**src/rtl/fd_pkg.sv**
```systemverilog
package fd_pkg;

    localparam int XW = 10;
    localparam int YW = 10;
    localparam int CW = 36;
    localparam int IW = 16;

    typedef logic signed [CW-1:0] coord_t;

    typedef struct packed {
        logic [XW-1:0] x;
        logic [YW-1:0] y;
        coord_t        re;
        coord_t        im;
    } task_t;

    typedef struct packed {
        logic [XW-1:0] x;
        logic [YW-1:0] y;
        logic [IW-1:0] iter;
    } result_t;

    typedef enum logic [2:0] {
        CMD_LEFT  = 3'd0,
        CMD_RIGHT = 3'd1,
        CMD_UP    = 3'd2,
        CMD_DOWN  = 3'd3,
        CMD_ZIN   = 3'd4,
        CMD_ZOUT  = 3'd5
    } cmd_e;

    function automatic logic cmd_known(input logic [2:0] code);
        return code <= 3'd5;
    endfunction

endpackage

```
**src/rtl/fd_fifo.sv**
```systemverilog
module fd_fifo #(
    parameter int WIDTH = 8,
    parameter int DEPTH = 4
) (
    input  logic             clk,
    input  logic             rst,
    input  logic             flush,
    input  logic             push,
    input  logic [WIDTH-1:0] din,
    input  logic             pop,
    output logic [WIDTH-1:0] dout,
    output logic             full,
    output logic             empty
);
    localparam int AW = (DEPTH > 1) ? $clog2(DEPTH) : 1;
    localparam int CNTW = AW + 1;

    logic [WIDTH-1:0] mem [DEPTH];
    logic [AW-1:0]    wp, rp;
    logic [CNTW-1:0]  cnt;
    logic             do_push, do_pop;

    assign full    = (cnt == CNTW'(DEPTH));
    assign empty   = (cnt == '0);
    assign do_push = push && !full;
    assign do_pop  = pop && !empty;
    assign dout    = mem[rp];

    function automatic logic [AW-1:0] bump(input logic [AW-1:0] p);
        return (p == AW'(DEPTH - 1)) ? '0 : p + 1'b1;
    endfunction

    always_ff @(posedge clk) begin
        if (rst || flush) begin
            wp  <= '0;
            rp  <= '0;
            cnt <= '0;
        end else begin
            if (do_push) wp <= bump(wp);
            if (do_pop)  rp <= bump(rp);
            cnt <= cnt + CNTW'(do_push) - CNTW'(do_pop);
        end
    end

    always_ff @(posedge clk) begin
        if (do_push) mem[wp] <= din;
    end

    assert_pop_nonempty_R5: assert property (@(posedge clk) disable iff (rst)
        pop |-> !empty) else $error("pop while empty");

    assert_no_overflow_R6: assert property (@(posedge clk) disable iff (rst)
        (full && push && !pop && !flush) |=> full) else $error("full fifo lost its level");

    assert_flush_empties_R12: assert property (@(posedge clk) disable iff (rst)
        flush |=> empty) else $error("flush left entries");

endmodule

```
**src/rtl/fd_scan.sv**
```systemverilog
module fd_scan
    import fd_pkg::*;
#(
    parameter int     HRES      = 1024,
    parameter int     VRES      = 768,
    parameter int     PAN_SHIFT = 4,
    parameter coord_t INIT_RE   = -36'sd17179869184,
    parameter coord_t INIT_IM   = -36'sd9663676416,
    parameter coord_t INIT_STEP = 36'sd25165824
) (
    input  logic       clk,
    input  logic       rst,
    input  logic       cmd_valid,
    input  logic [2:0] cmd_code,
    input  logic       q_full,
    output logic       push,
    output task_t      task_out,
    output logic       restart
);
    coord_t        org_re, org_im, step;
    coord_t        acc_re, acc_im;
    coord_t        n_re, n_im, n_step, pan;
    logic [XW-1:0] x;
    logic [YW-1:0] y;
    logic          active;

    assign pan     = step <<< PAN_SHIFT;
    assign restart = cmd_valid && cmd_known(cmd_code)
                     && !(cmd_code == CMD_ZIN && step == coord_t'(1));
    assign push    = active && !q_full;
    assign task_out = '{x: x, y: y, re: acc_re, im: acc_im};

    always_comb begin
        n_re   = org_re;
        n_im   = org_im;
        n_step = step;
        case (cmd_code)
            CMD_LEFT:  n_re = org_re - pan;
            CMD_RIGHT: n_re = org_re + pan;
            CMD_UP:    n_im = org_im - pan;
            CMD_DOWN:  n_im = org_im + pan;
            CMD_ZIN: begin
                n_step = step >>> 1;
                n_re   = org_re + step * coord_t'(HRES / 4);
                n_im   = org_im + step * coord_t'(VRES / 4);
            end
            CMD_ZOUT: begin
                n_step = step <<< 1;
                n_re   = org_re - step * coord_t'(HRES / 2);
                n_im   = org_im - step * coord_t'(VRES / 2);
            end
            default: ;
        endcase
    end

    always_ff @(posedge clk) begin
        if (rst) begin
            org_re <= INIT_RE;
            org_im <= INIT_IM;
            step   <= INIT_STEP;
            acc_re <= INIT_RE;
            acc_im <= INIT_IM;
            x      <= '0;
            y      <= '0;
            active <= 1'b1;
        end else if (restart) begin
            org_re <= n_re;
            org_im <= n_im;
            step   <= n_step;
            acc_re <= n_re;
            acc_im <= n_im;
            x      <= '0;
            y      <= '0;
            active <= 1'b1;
        end else if (push) begin
            if (x == XW'(HRES - 1)) begin
                x      <= '0;
                acc_re <= org_re;
                if (y == YW'(VRES - 1)) begin
                    active <= 1'b0;
                end else begin
                    y      <= y + 1'b1;
                    acc_im <= acc_im + step;
                end
            end else begin
                x      <= x + 1'b1;
                acc_re <= acc_re + step;
            end
        end
    end

    assert_step_nonzero_R10: assert property (@(posedge clk) disable iff (rst)
        step != '0) else $error("step reached zero");

    assert_restart_origin_R12: assert property (@(posedge clk) disable iff (rst)
        restart |=> (task_out.x == '0 && task_out.y == '0 && active))
        else $error("restart did not rewind scan");

endmodule

```
**src/rtl/fd_issue.sv**
```systemverilog
module fd_issue #(
    parameter int N = 4
) (
    input  logic         clk,
    input  logic         rst,
    input  logic         head_valid,
    input  logic [N-1:0] core_ready,
    output logic [N-1:0] grant
);
    always_comb begin
        logic found;
        found = 1'b0;
        grant = '0;
        for (int i = 0; i < N; i++) begin
            if (head_valid && core_ready[i] && !found) begin
                grant[i] = 1'b1;
                found    = 1'b1;
            end
        end
    end

    assert_single_issue_R3: assert property (@(posedge clk) disable iff (rst)
        $onehot0(grant)) else $error("more than one core granted");

    assert_issue_when_free_R3: assert property (@(posedge clk) disable iff (rst)
        (head_valid && (|core_ready)) |-> (|grant)) else $error("free core left idle");

    for (genvar g = 0; g < N; g++) begin : g_prio
        assert_lowest_ready_R4: assert property (@(posedge clk) disable iff (rst)
            grant[g] |-> (core_ready[g] && ((core_ready & ((N'(1) << g) - N'(1))) == '0)))
            else $error("grant skipped a lower ready core");
    end

endmodule

```
**src/rtl/fd_collect.sv**
```systemverilog
module fd_collect
    import fd_pkg::*;
#(
    parameter int N    = 4,
    parameter int HRES = 1024,
    parameter int AW   = 20
) (
    input  logic          clk,
    input  logic          rst,
    input  logic [N-1:0]  req,
    input  result_t       head [N],
    output logic [N-1:0]  pop,
    output logic          sram_we,
    output logic [AW-1:0] sram_addr,
    output logic [IW-1:0] sram_wdata
);
    localparam int IDXW = (N > 1) ? $clog2(N) : 1;

    typedef enum logic { W_IDLE, W_WRITE } wstate_e;

    wstate_e         state;
    logic [IDXW-1:0] last, sel;
    logic            any;

    always_comb begin
        int idx;
        any = 1'b0;
        sel = '0;
        for (int k = N - 1; k >= 0; k--) begin
            idx = int'(last) + 1 + k;
            if (idx >= N) idx = idx - N;
            if (req[idx]) begin
                any = 1'b1;
                sel = IDXW'(idx);
            end
        end
    end

    assign pop     = any ? (N'(1) << sel) : '0;
    assign sram_we = (state == W_WRITE);

    always_ff @(posedge clk) begin
        if (rst) begin
            state      <= W_IDLE;
            last       <= IDXW'(N - 1);
            sram_addr  <= '0;
            sram_wdata <= '0;
        end else if (any) begin
            state      <= W_WRITE;
            last       <= sel;
            sram_addr  <= AW'(head[sel].y) * AW'(HRES) + AW'(head[sel].x);
            sram_wdata <= head[sel].iter;
        end else begin
            state <= W_IDLE;
        end
    end

    assert_drain_next_R7: assert property (@(posedge clk) disable iff (rst)
        (|req) |=> sram_we) else $error("pending result not written");

    assert_single_pop_R7: assert property (@(posedge clk) disable iff (rst)
        $onehot0(pop)) else $error("two result fifos taken at once");

    assert_write_has_source_R7: assert property (@(posedge clk) disable iff (rst)
        $rose(sram_we) |-> $past(|req)) else $error("write without a result");

endmodule

```
**src/rtl/fractal_dispatch.sv**
```systemverilog
module fractal_dispatch
    import fd_pkg::*;
#(
    parameter int     NCORES     = 4,
    parameter int     HRES       = 1024,
    parameter int     VRES       = 768,
    parameter int     TASK_DEPTH = 8,
    parameter int     RES_DEPTH  = 4,
    parameter int     PAN_SHIFT  = 4,
    parameter coord_t INIT_RE    = -36'sd17179869184,
    parameter coord_t INIT_IM    = -36'sd9663676416,
    parameter coord_t INIT_STEP  = 36'sd25165824
) (
    input  logic                                   clk,
    input  logic                                   rst,
    input  logic                                   cmd_valid,
    input  logic [2:0]                             cmd_code,
    output logic [NCORES-1:0]                      core_task_valid,
    output logic [NCORES*$bits(task_t)-1:0]        core_task_data,
    input  logic [NCORES-1:0]                      core_ready,
    input  logic [NCORES-1:0]                      core_res_valid,
    input  logic [NCORES*$bits(result_t)-1:0]      core_res_data,
    output logic [NCORES-1:0]                      core_res_ready,
    output logic                                   sram_we,
    output logic [$clog2(HRES*VRES)-1:0]           sram_addr,
    output logic [IW-1:0]                          sram_wdata
);
    localparam int TASK_W = $bits(task_t);
    localparam int RES_W  = $bits(result_t);
    localparam int AW     = $clog2(HRES * VRES);

    task_t               scan_task;
    logic                scan_push, restart;
    logic [TASK_W-1:0]   tq_head;
    logic                tq_full, tq_empty;
    logic [NCORES-1:0]   grant;
    logic [NCORES-1:0]   rq_full, rq_empty, rq_pop;
    result_t             rq_head [NCORES];

    fd_scan #(
        .HRES(HRES), .VRES(VRES), .PAN_SHIFT(PAN_SHIFT),
        .INIT_RE(INIT_RE), .INIT_IM(INIT_IM), .INIT_STEP(INIT_STEP)
    ) u_scan (
        .clk(clk), .rst(rst), .cmd_valid(cmd_valid), .cmd_code(cmd_code),
        .q_full(tq_full), .push(scan_push), .task_out(scan_task), .restart(restart)
    );

    fd_fifo #(.WIDTH(TASK_W), .DEPTH(TASK_DEPTH)) u_taskq (
        .clk(clk), .rst(rst), .flush(restart),
        .push(scan_push), .din(scan_task),
        .pop(|grant), .dout(tq_head), .full(tq_full), .empty(tq_empty)
    );

    fd_issue #(.N(NCORES)) u_issue (
        .clk(clk), .rst(rst), .head_valid(!tq_empty),
        .core_ready(core_ready), .grant(grant)
    );

    assign core_task_valid = grant;
    assign core_task_data  = {NCORES{tq_head}};
    assign core_res_ready  = ~rq_full;

    for (genvar i = 0; i < NCORES; i++) begin : g_resq
        fd_fifo #(.WIDTH(RES_W), .DEPTH(RES_DEPTH)) u_resq (
            .clk(clk), .rst(rst), .flush(1'b0),
            .push(core_res_valid[i] && !rq_full[i]),
            .din(core_res_data[i*RES_W +: RES_W]),
            .pop(rq_pop[i]), .dout(rq_head[i]),
            .full(rq_full[i]), .empty(rq_empty[i])
        );
    end

    fd_collect #(.N(NCORES), .HRES(HRES), .AW(AW)) u_collect (
        .clk(clk), .rst(rst), .req(~rq_empty), .head(rq_head),
        .pop(rq_pop), .sram_we(sram_we), .sram_addr(sram_addr),
        .sram_wdata(sram_wdata)
    );

    assert_reset_quiet_R1: assert property (@(posedge clk)
        rst |=> (!sram_we && core_task_valid == '0)) else $error("activity after reset");

endmodule

```
**config.mk**
```make
export PLATFORM = sky130hd
export DESIGN_NAME = fractal_dispatch
export DESIGN_NICKNAME = d
export VERILOG_FILES = /design/src/rtl/fd_pkg.sv /design/src/rtl/fd_fifo.sv /design/src/rtl/fd_scan.sv /design/src/rtl/fd_issue.sv /design/src/rtl/fd_collect.sv /design/src/rtl/fractal_dispatch.sv
export SDC_FILE = /design/constraint.sdc
export NUM_CORES = 2
export LEC_CHECK = 0
export BUFFER_PORTS_ARGS = -buffer_cell sky130_fd_sc_hd__buf_4
export CAP_MARGIN = 20
export CELL_PAD_IN_SITES_DETAIL_PLACEMENT = 0
export CELL_PAD_IN_SITES_GLOBAL_PLACEMENT = 1
export CORE_MARGIN = 5
export CORE_UTILIZATION = 45
export DETAILED_ROUTE_END_ITERATION = 12
export GPL_TIMING_DRIVEN = 0
export PLACE_DENSITY = 0.84
export SLEW_MARGIN = 20
export SYNTH_ARGS = -nofsm -noshare
export SYNTH_HDL_FRONTEND = slang
export SYNTH_SLANG_ARGS = --single-unit
export TNS_END_PERCENT = 100
```
**constraint.sdc**
```tcl
create_clock -name clk -period 10.99 [get_ports clk]
set_input_delay 2.198 -clock clk [delete_from_list [all_inputs] [get_ports clk]]
set_output_delay 2.198 -clock clk [all_outputs]
set_load 0.005 [all_outputs]
```
# Word-level counts from Yosys, hierarchy flattened
# Memory sizes are Yosys's and may differ from the RTL's. A register that Yosys moved wholly into a read port is not among the register bits.
# Cells that the tools add are included.
# op_classes
n_mux,76
n_reduce_logical,56
bitwise_logic,5
shifts,1
n_addsub,41
n_eq_ne,24
order_cmp,10
multipliers,2
# ops
operator,n
36-bit 2-to-1 mux,9
36-bit one-hot mux with 4 select lines,2
36-bit adder,6
36-bit subtractor,4
32-bit by 4-bit greater-or-equal comparator with 1-bit output (second input constant),4
32-bit by 4-bit less-than comparator with 1-bit output (second input constant),4
32-bit 2-to-1 mux,4
32-bit by 4-bit subtractor with 32-bit output (second input constant),4
36-bit binary-select mux with 2-bit select,1
36-bit one-hot mux with 2 select lines,1
2-bit 2-to-1 mux,20
36-bit by 2-bit equality test with 1-bit output (second input constant),1
36-bit by 3-bit multiplier with 29-bit output (second input constant),1
36-bit by 3-bit multiplier with 30-bit output (second input constant),1
32-bit by 2-bit adder with 32-bit output (second input constant),1
32-bit by 3-bit adder with 32-bit output (second input constant),1
1-bit 2-to-1 mux,29
1-bit logical AND,25
3-bit equality test (second input constant),8
10-bit by 1-bit adder with 10-bit output (second input constant),2
20-bit by 10-bit adder with 20-bit output,1
10-bit equality test (second input constant),2
2-bit by 1-bit adder with 2-bit output (second input constant),8
2-bit equality test (second input constant),8
30 further kinds,68
# totals
output_inout_bits,413
ram_bits,1312
reg_bits,278
in_bits,158
n_memories,5
wordCells,248
# memory_table
name,depth,word_bits,read_ports,rd_ports_with_merged_regs,write_ports,line,text
u_taskq.mem,8,92,1,1,1,fd_fifo.sv:18,logic [WIDTH-1:0] mem [DEPTH];
g_resq[0].u_resq.mem,4,36,1,1,1,fd_fifo.sv:18,
g_resq[1].u_resq.mem,4,36,1,1,1,fd_fifo.sv:18,
g_resq[2].u_resq.mem,4,36,1,1,1,fd_fifo.sv:18,
g_resq[3].u_resq.mem,4,36,1,1,1,fd_fifo.sv:18,

# Depth between registers and ports, before layout
# depth
word_depth,17
mapped_depth,26
depth_no_buf,26

# Hierarchy
# A second synthesis with hierarchy kept.
# unflattened
cells_unflattened,6122
hier_area_um2,81130.3
# by_module_without_submodules
module,area_each_um2,instances,cells_each,seq_area_each_um2
fd_fifo at u_taskq,28308.4,1,1142,22361.4
fd_scan,24921.4,1,3398,3863.7
fd_fifo at g_resq[0].u_resq ...,5696.7,4,242,4504.3
fd_collect,2906.5,1,317,780.7
fractal_dispatch,2142.1,1,291,0.0
fd_issue,65.1,1,6,0.0

# Worst setup path before layout
# OpenSTA, ideal clock, no wires.
# synth_timing
kind,register to register
startpoint,register u_taskq.cnt[2]
endpoint,"memory u_taskq.mem[4][0] in the netlist's numbering, enable pin"
path_buffers,1
arrival_ns,10.402
path_slack_ns,-0.213
setup_ns,0.801
period_less_slack_ns,11.203
path_stages_with_launch,7
required_ns,10.189
path_cell_list,dfxtp_1 -> inv_1 -> ha_1 -> nand2_1 -> nand2_1 -> clkbuf_1 -> nor4b_1
# synth_between
elab_chain_cells,6
# synth_lines
item,line,text
start: declaration,fd_fifo.sv:20,logic [CNTW-1:0] cnt;
start signal: assignment,fd_fifo.sv:41,cnt <= cnt + CNTW'(do_push) - CNTW'(do_pop);
4-bit equality test (*),fd_fifo.sv:23,assign full = (cnt == CNTW'(DEPTH));
1-bit logical NOT (*),"fd_fifo.sv:25, fd_scan.sv:30",
1-bit logical AND,fd_scan.sv:30,assign push = active && !q_full;
1-bit logical AND (*),fd_fifo.sv:25,assign do_push = push && !full;
1-bit 2-to-1 mux (*),fd_fifo.sv:46,if (do_push) mem[wp] <= din;
1-bit 2-to-1 mux (not written as such) (*),fd_fifo.sv:46,
end: declaration,fd_fifo.sv:18,
# Mark *: on every way between the ends. The rest lies on a longest branch, timed or not.

# Final worst setup path
# layout_timing
startpoint,input cmd_code[0]
endpoint,register u_scan.acc_im[32]
# layout_between
elab_chain_cells,6
# layout_lines
item,line,text
start: declaration,fractal_dispatch.sv:17,"input logic [2:0] cmd_code,"
branches (longest 6 deep; another with 3-bit <= comparator),-,
end signal: assignment,fd_scan.sv:71,acc_im <= n_im;
end signal: assignment,fd_scan.sv:83,acc_im <= acc_im + step;
end: declaration,fd_scan.sv:21,"coord_t acc_re, acc_im;"
# Several ways; the timed one is not identified.
# A chain may end at the register's enable or synchronous reset.

==> impl_metrics.json <==
{
  "groute.layer.met2.usage_pct": 43.9,
  "synth.top_cells.by_area": "sky130_fd_sc_hd__edfxtp_1, sky130_fd_sc_hd__mux4_2, sky130_fd_sc_hd__dfxtp_1, sky130_fd_sc_hd__ha_1, sky130_fd_sc_hd__nand2_1",
  "final_min_period_over_clock_period_pct": 81.2,
  "setup-violations-final": 0,
  "floorplan.die_area_um2": 187000,
  "gr-usage-met3_pct": 7.28,
  "gate_count_post_synth": 6229,
  "detailedRoute.firstIterationViolations": 6525,
  "upper_clock_frequency_limit_mhz": 112,
  "rrSetupSlack_ps": 3530,
  "cts_buffers": 159,
  "slew_headroom_pct": 8.71,
  "totalNegativeSetupSlack_ps": 0,
  "globalRouteTotalUtil_pct": 27.4,
  "run_status": "complete, no violations",
  "vdd_ir_drop_max_mv": 0.207,
  "maximum_number_of_pins_on_one_net_before_global_route_repair": 29,
  "floorplan.die.height_um": 432,
  "asyncSetResetFlopFracSynth_pct": 0,
  "viasPerCell": 5.96,
  "endpoint_kind": "flip-flop",
  "synthesis.area_um2": 80200,
  "gp_routability_congestion": 1.02,
  "route.vias.total": 57100,
  "synth_cell_types": 94,
  "worst_ep_required_time_ps": 11600,
  "synth.avg_cell_area_um2": 12.9,
  "grt-busiest-layer": "met2",
  "worstReg2RegStart": "u_scan.step[12]",
  "crit-reg2reg-capture": "u_scan.acc_im[34]",
  "place_hpwl_um": 195000,
  "fill_cells": 14600,
  "initial_antenna_violation_count": 30,
  "synth_top_flop_cell": "sky130_fd_sc_hd__edfxtp_1",
  "min_path_type": "flip-flop to flip-flop",
  "fin_total_pwr_mw": 21.2,
  "slew_viol_final": 0,
  "cts_repair_resize_count": 0,
  "cts_tree": "built",
  "timing.critical_path.fanout_max": 10,
  "final.min_clock_period_ps": 8930,
  "critPathArrivalTime_ps": 9540,
  "fin_skew_ps": 47.1,
  "ctsHoldBuffers": 0,
  "ctsRootBufferMaster": "sky130_fd_sc_hd__clkbuf_16",
  "fp-row-count": 155,
  "synth-seq-cells": 1593,
  "ioPinCount": 571,
  "crit_path_cells": "buf_4 -> clkbuf_1 -> buf_1 -> buf_1 -> nand2_1 -> nand2_1 -> xnor2_1 -> ha_1 -> nand2_1 -> a211oi_1 -> o21ai_0 -> a21oi_1 -> nor2_1 -> o31a_1 -> o21ai_0 -> a31oi_1 -> o31ai_2 -> o211ai_1",
  "worst_path_largest_cell_delay_ps": 970,
  "category_of_the_most_critical_setup_path": "input port to flip-flop",
  "final_antenna_net_count": 0,
  "holdWs_ps": 467,
  "yosysTopAreaCell": "sky130_fd_sc_hd__edfxtp_1",
  "die_w_um": 432,
  "initial_core_util_pct": 45.1,
  "max_cap_viol_count": 0,
  "h-tree-depth": 4,
  "numClockSinks": 1593,
  "globalRoute.totalOverflow": 0,
  "clk_transition_reported_paths_ps": 60,
  "ff2ff_path_depth": 26,
  "synthesis.yosys.warnings": 0,
  "synth_edf_count": 1312,
  "netlist.area_leader.share_pct": 49.1,
  "clock_latency_on_the_worst_skew_pair_ps": 810,
  "number_of_global_route_vias_before_repair": 54700,
  "grt_pass1_wl_um": 374000,
  "worst_setup_path_start": "cmd_code[0]",
  "grt.met1_usage_pct": 34.6,
  "post_route_cells_drive_above_1_share_pct": 24.2,
  "worst-slew-pin-transition_ps": 1360,
  "buffer_ports.inserted": 568,
  "post_cts_buffers": 0,
  "synth_sequential_area_ratio_pct": 56.1,
  "drc": 0,
  "area.growth.synth_to_final_pct": 17.5,
  "critical_path.endpoint": "u_scan.acc_im[32]",
  "power-per-cell-area_nw_per_um2": 224,
  "drt_wl_total_um": 263000,
  "finalHoldViolCount": 0,
  "critPathMostFrequentCell": "sky130_fd_sc_hd__nand2_1",
  "p_leak_nw": 35.3,
  "first_pass_iters": 6,
  "rsz_0062_raised_after_global_routing": "false",
  "clock_path_buffers": 3,
  "critPathSlowestCell": "sky130_fd_sc_hd__buf_1",
  "design.core.area_um2": 178000,
  "cp-start-kind": "input port",
  "wl_per_cell_um": 27.5,
  "mappedNetlistNets": 6771,
  "nNetsFinal": 7626
}
worst max-delay path: cells and delay by family:
family / cells / cell delay, ps
adder cells (fa/ha/maj): 1 / 390
AO/OA/AOI/OAI: 8 / 2750
XOR/XNOR: 1 / 140
AND/OR/NAND/NOR: 4 / 1270
buffers and inverters: 4 / 2760
cell usage in the layout (no fill, tap or decap), types with 160 or more instances in the layout:
master	count
sky130_fd_sc_hd__a21oi_1	403
sky130_fd_sc_hd__mux4_2	328
sky130_fd_sc_hd__o21ai_0	230
sky130_fd_sc_hd__xnor2_1	190
sky130_fd_sc_hd__edfxtp_1	1312
sky130_fd_sc_hd__clkbuf_1	259
sky130_fd_sc_hd__inv_1	168
sky130_fd_sc_hd__clkbuf_16	160
sky130_fd_sc_hd__buf_4	903
sky130_fd_sc_hd__nand3_1	184
sky130_fd_sc_hd__nand2_1	572
sky130_fd_sc_hd__nor2_1	369
sky130_fd_sc_hd__dfxtp_1	279
sky130_fd_sc_hd__ha_1	370
layer usage:
| metal | vias to the layer above | share of wire, % |
|---|---|---|
| met1 | 28200 | 38 |
| met2 | 2986 | 46 |
| li1 | 25200 | - |
| met3 | 652 | 10 |
| met4 | 30 | 5.6 |
| met5 | - | 0.074 |
state kept, by name (all words and copies together), names as in the netlist, named ones only:
register,flops
u_taskq.mem,736
g_resq.u_resq.mem,576
u_scan.acc_im,36
u_scan.acc_re,36
u_scan.step,36
u_scan.org_im,32
u_scan.org_re,32
u_collect.sram_addr,20
u_collect.sram_wdata,16
g_resq.u_resq.cnt,12
u_scan.x,10
u_scan.y,10
g_resq.u_resq.rp,8
g_resq.u_resq.wp,8
u_taskq.cnt,4
u_taskq.rp,3
u_taskq.wp,3
u_collect.last,2
u_collect.sram_we,1
u_scan.active,1
kinds of logic after synthesis:
group           count (synthesis)  share of synthesized area [%]
xor+xnor                      291                           3.21
simple gates                 1482                           8.33
flops                        1593                           56.1
mux                           457                           11.0
compound gates               1287                           10.5
buf+inv                       735                           4.80
fa+ha+maj                     384                           6.12
layout make-up:
cell class                      count  area [µm²]  share of cell area (%)
Timing Repair Buffer              694        5650                    5.99
Clock buffer                      214        4330                    4.59
Inverter                          169         634                   0.673
Tap cell                         2355        2950                    3.12
Buffer                            566        3240                    3.44
Multi-Input combinational cell   3901       31500                    33.4
Sequential cell                  1593       45000                    47.7
Clock inverter                     77         980                    1.04
Antenna cell                       12        30.0                  0.0318
synthesized netlist by cell type, types with 10 or more instances:
library cell and count:
sky130_fd_sc_hd__and4_1 10, sky130_fd_sc_hd__o31ai_1 20, sky130_fd_sc_hd__or2_2 19, sky130_fd_sc_hd__a211oi_1 57, sky130_fd_sc_hd__nand2b_1 30, sky130_fd_sc_hd__inv_1 168, sky130_fd_sc_hd__buf_2 14, sky130_fd_sc_hd__mux2_2 95
sky130_fd_sc_hd__dfxtp_1 281, sky130_fd_sc_hd__nand3_1 184, sky130_fd_sc_hd__o211ai_1 68, sky130_fd_sc_hd__a31oi_1 44, sky130_fd_sc_hd__o22ai_1 27, sky130_fd_sc_hd__clkbuf_1 232, sky130_fd_sc_hd__buf_4 277, sky130_fd_sc_hd__o21a_1 41
sky130_fd_sc_hd__nor2_1 371, sky130_fd_sc_hd__xnor2_1 190, sky130_fd_sc_hd__o221ai_1 16, sky130_fd_sc_hd__o21bai_1 33, sky130_fd_sc_hd__a21oi_1 403, sky130_fd_sc_hd__and2_1 18, sky130_fd_sc_hd__or3_1 21, sky130_fd_sc_hd__xor2_1 99
sky130_fd_sc_hd__a21boi_0 11, sky130_fd_sc_hd__a221oi_1 13, sky130_fd_sc_hd__nor2b_1 31, sky130_fd_sc_hd__o31a_1 10, sky130_fd_sc_hd__o41ai_1 10, sky130_fd_sc_hd__and3_1 55, sky130_fd_sc_hd__fa_1 14, sky130_fd_sc_hd__edfxtp_1 1312
sky130_fd_sc_hd__nor3b_1 12, sky130_fd_sc_hd__o21ai_0 230, sky130_fd_sc_hd__o2111ai_1 11, sky130_fd_sc_hd__buf_1 37, sky130_fd_sc_hd__mux2i_1 33, sky130_fd_sc_hd__a311oi_1 46, sky130_fd_sc_hd__a21o_1 126, sky130_fd_sc_hd__nand4_1 40
sky130_fd_sc_hd__mux4_2 328, sky130_fd_sc_hd__ha_1 370, sky130_fd_sc_hd__nor3_1 70, sky130_fd_sc_hd__nand2_1 572, sky130_fd_sc_hd__nor4_1 25
metrics by stage:
| step | setup WS (ps) | std cells | area, µm² | util (%) |
|---|---|---|---|---|
| 2_1_floorplan | 369 | 6229 | 80200 | - |
| 3_3_place_gp | -8840 | 9152 | 87500 | 49.2 |
| 4_1_cts | 2370 | 9567 | 94200 | 53.0 |
| 3_5_place_dp | 1510 | 9276 | 88900 | 50.0 |
| 6_report | 2060 | 9581 | 94300 | 53.0 |
| 5_1_grt | 2190 | 9572 | 94300 | 53.0 |
power breakdown:
| part | internal, mW | switching, mW |
|---|---|---|
| registers | 7.29 | 0.422 |
| clock network | 3.15 | 2.36 |
| logic | 3.75 | 4.20 |
worst min-delay path by stage:
| stage | to | cells past startpoint | startpoint |
|---|---|---|---|
| floorplan | u_scan.active | 2 | u_scan.active |
| global route | u_collect.sram_wdata[6] | 2 | u_collect.sram_wdata[6] |
| CTS | u_collect.sram_addr[4] | 2 | u_collect.sram_addr[4] |
| detailed placement | u_collect.sram_wdata[1] | 2 | u_collect.sram_wdata[1] |
| finish | u_collect.sram_wdata[1] | 2 | u_collect.sram_wdata[1] |
| global placement | u_collect.sram_addr[8] | 2 | u_collect.sram_addr[8] |
No activity file was read; power rests on OpenSTA's default activity.
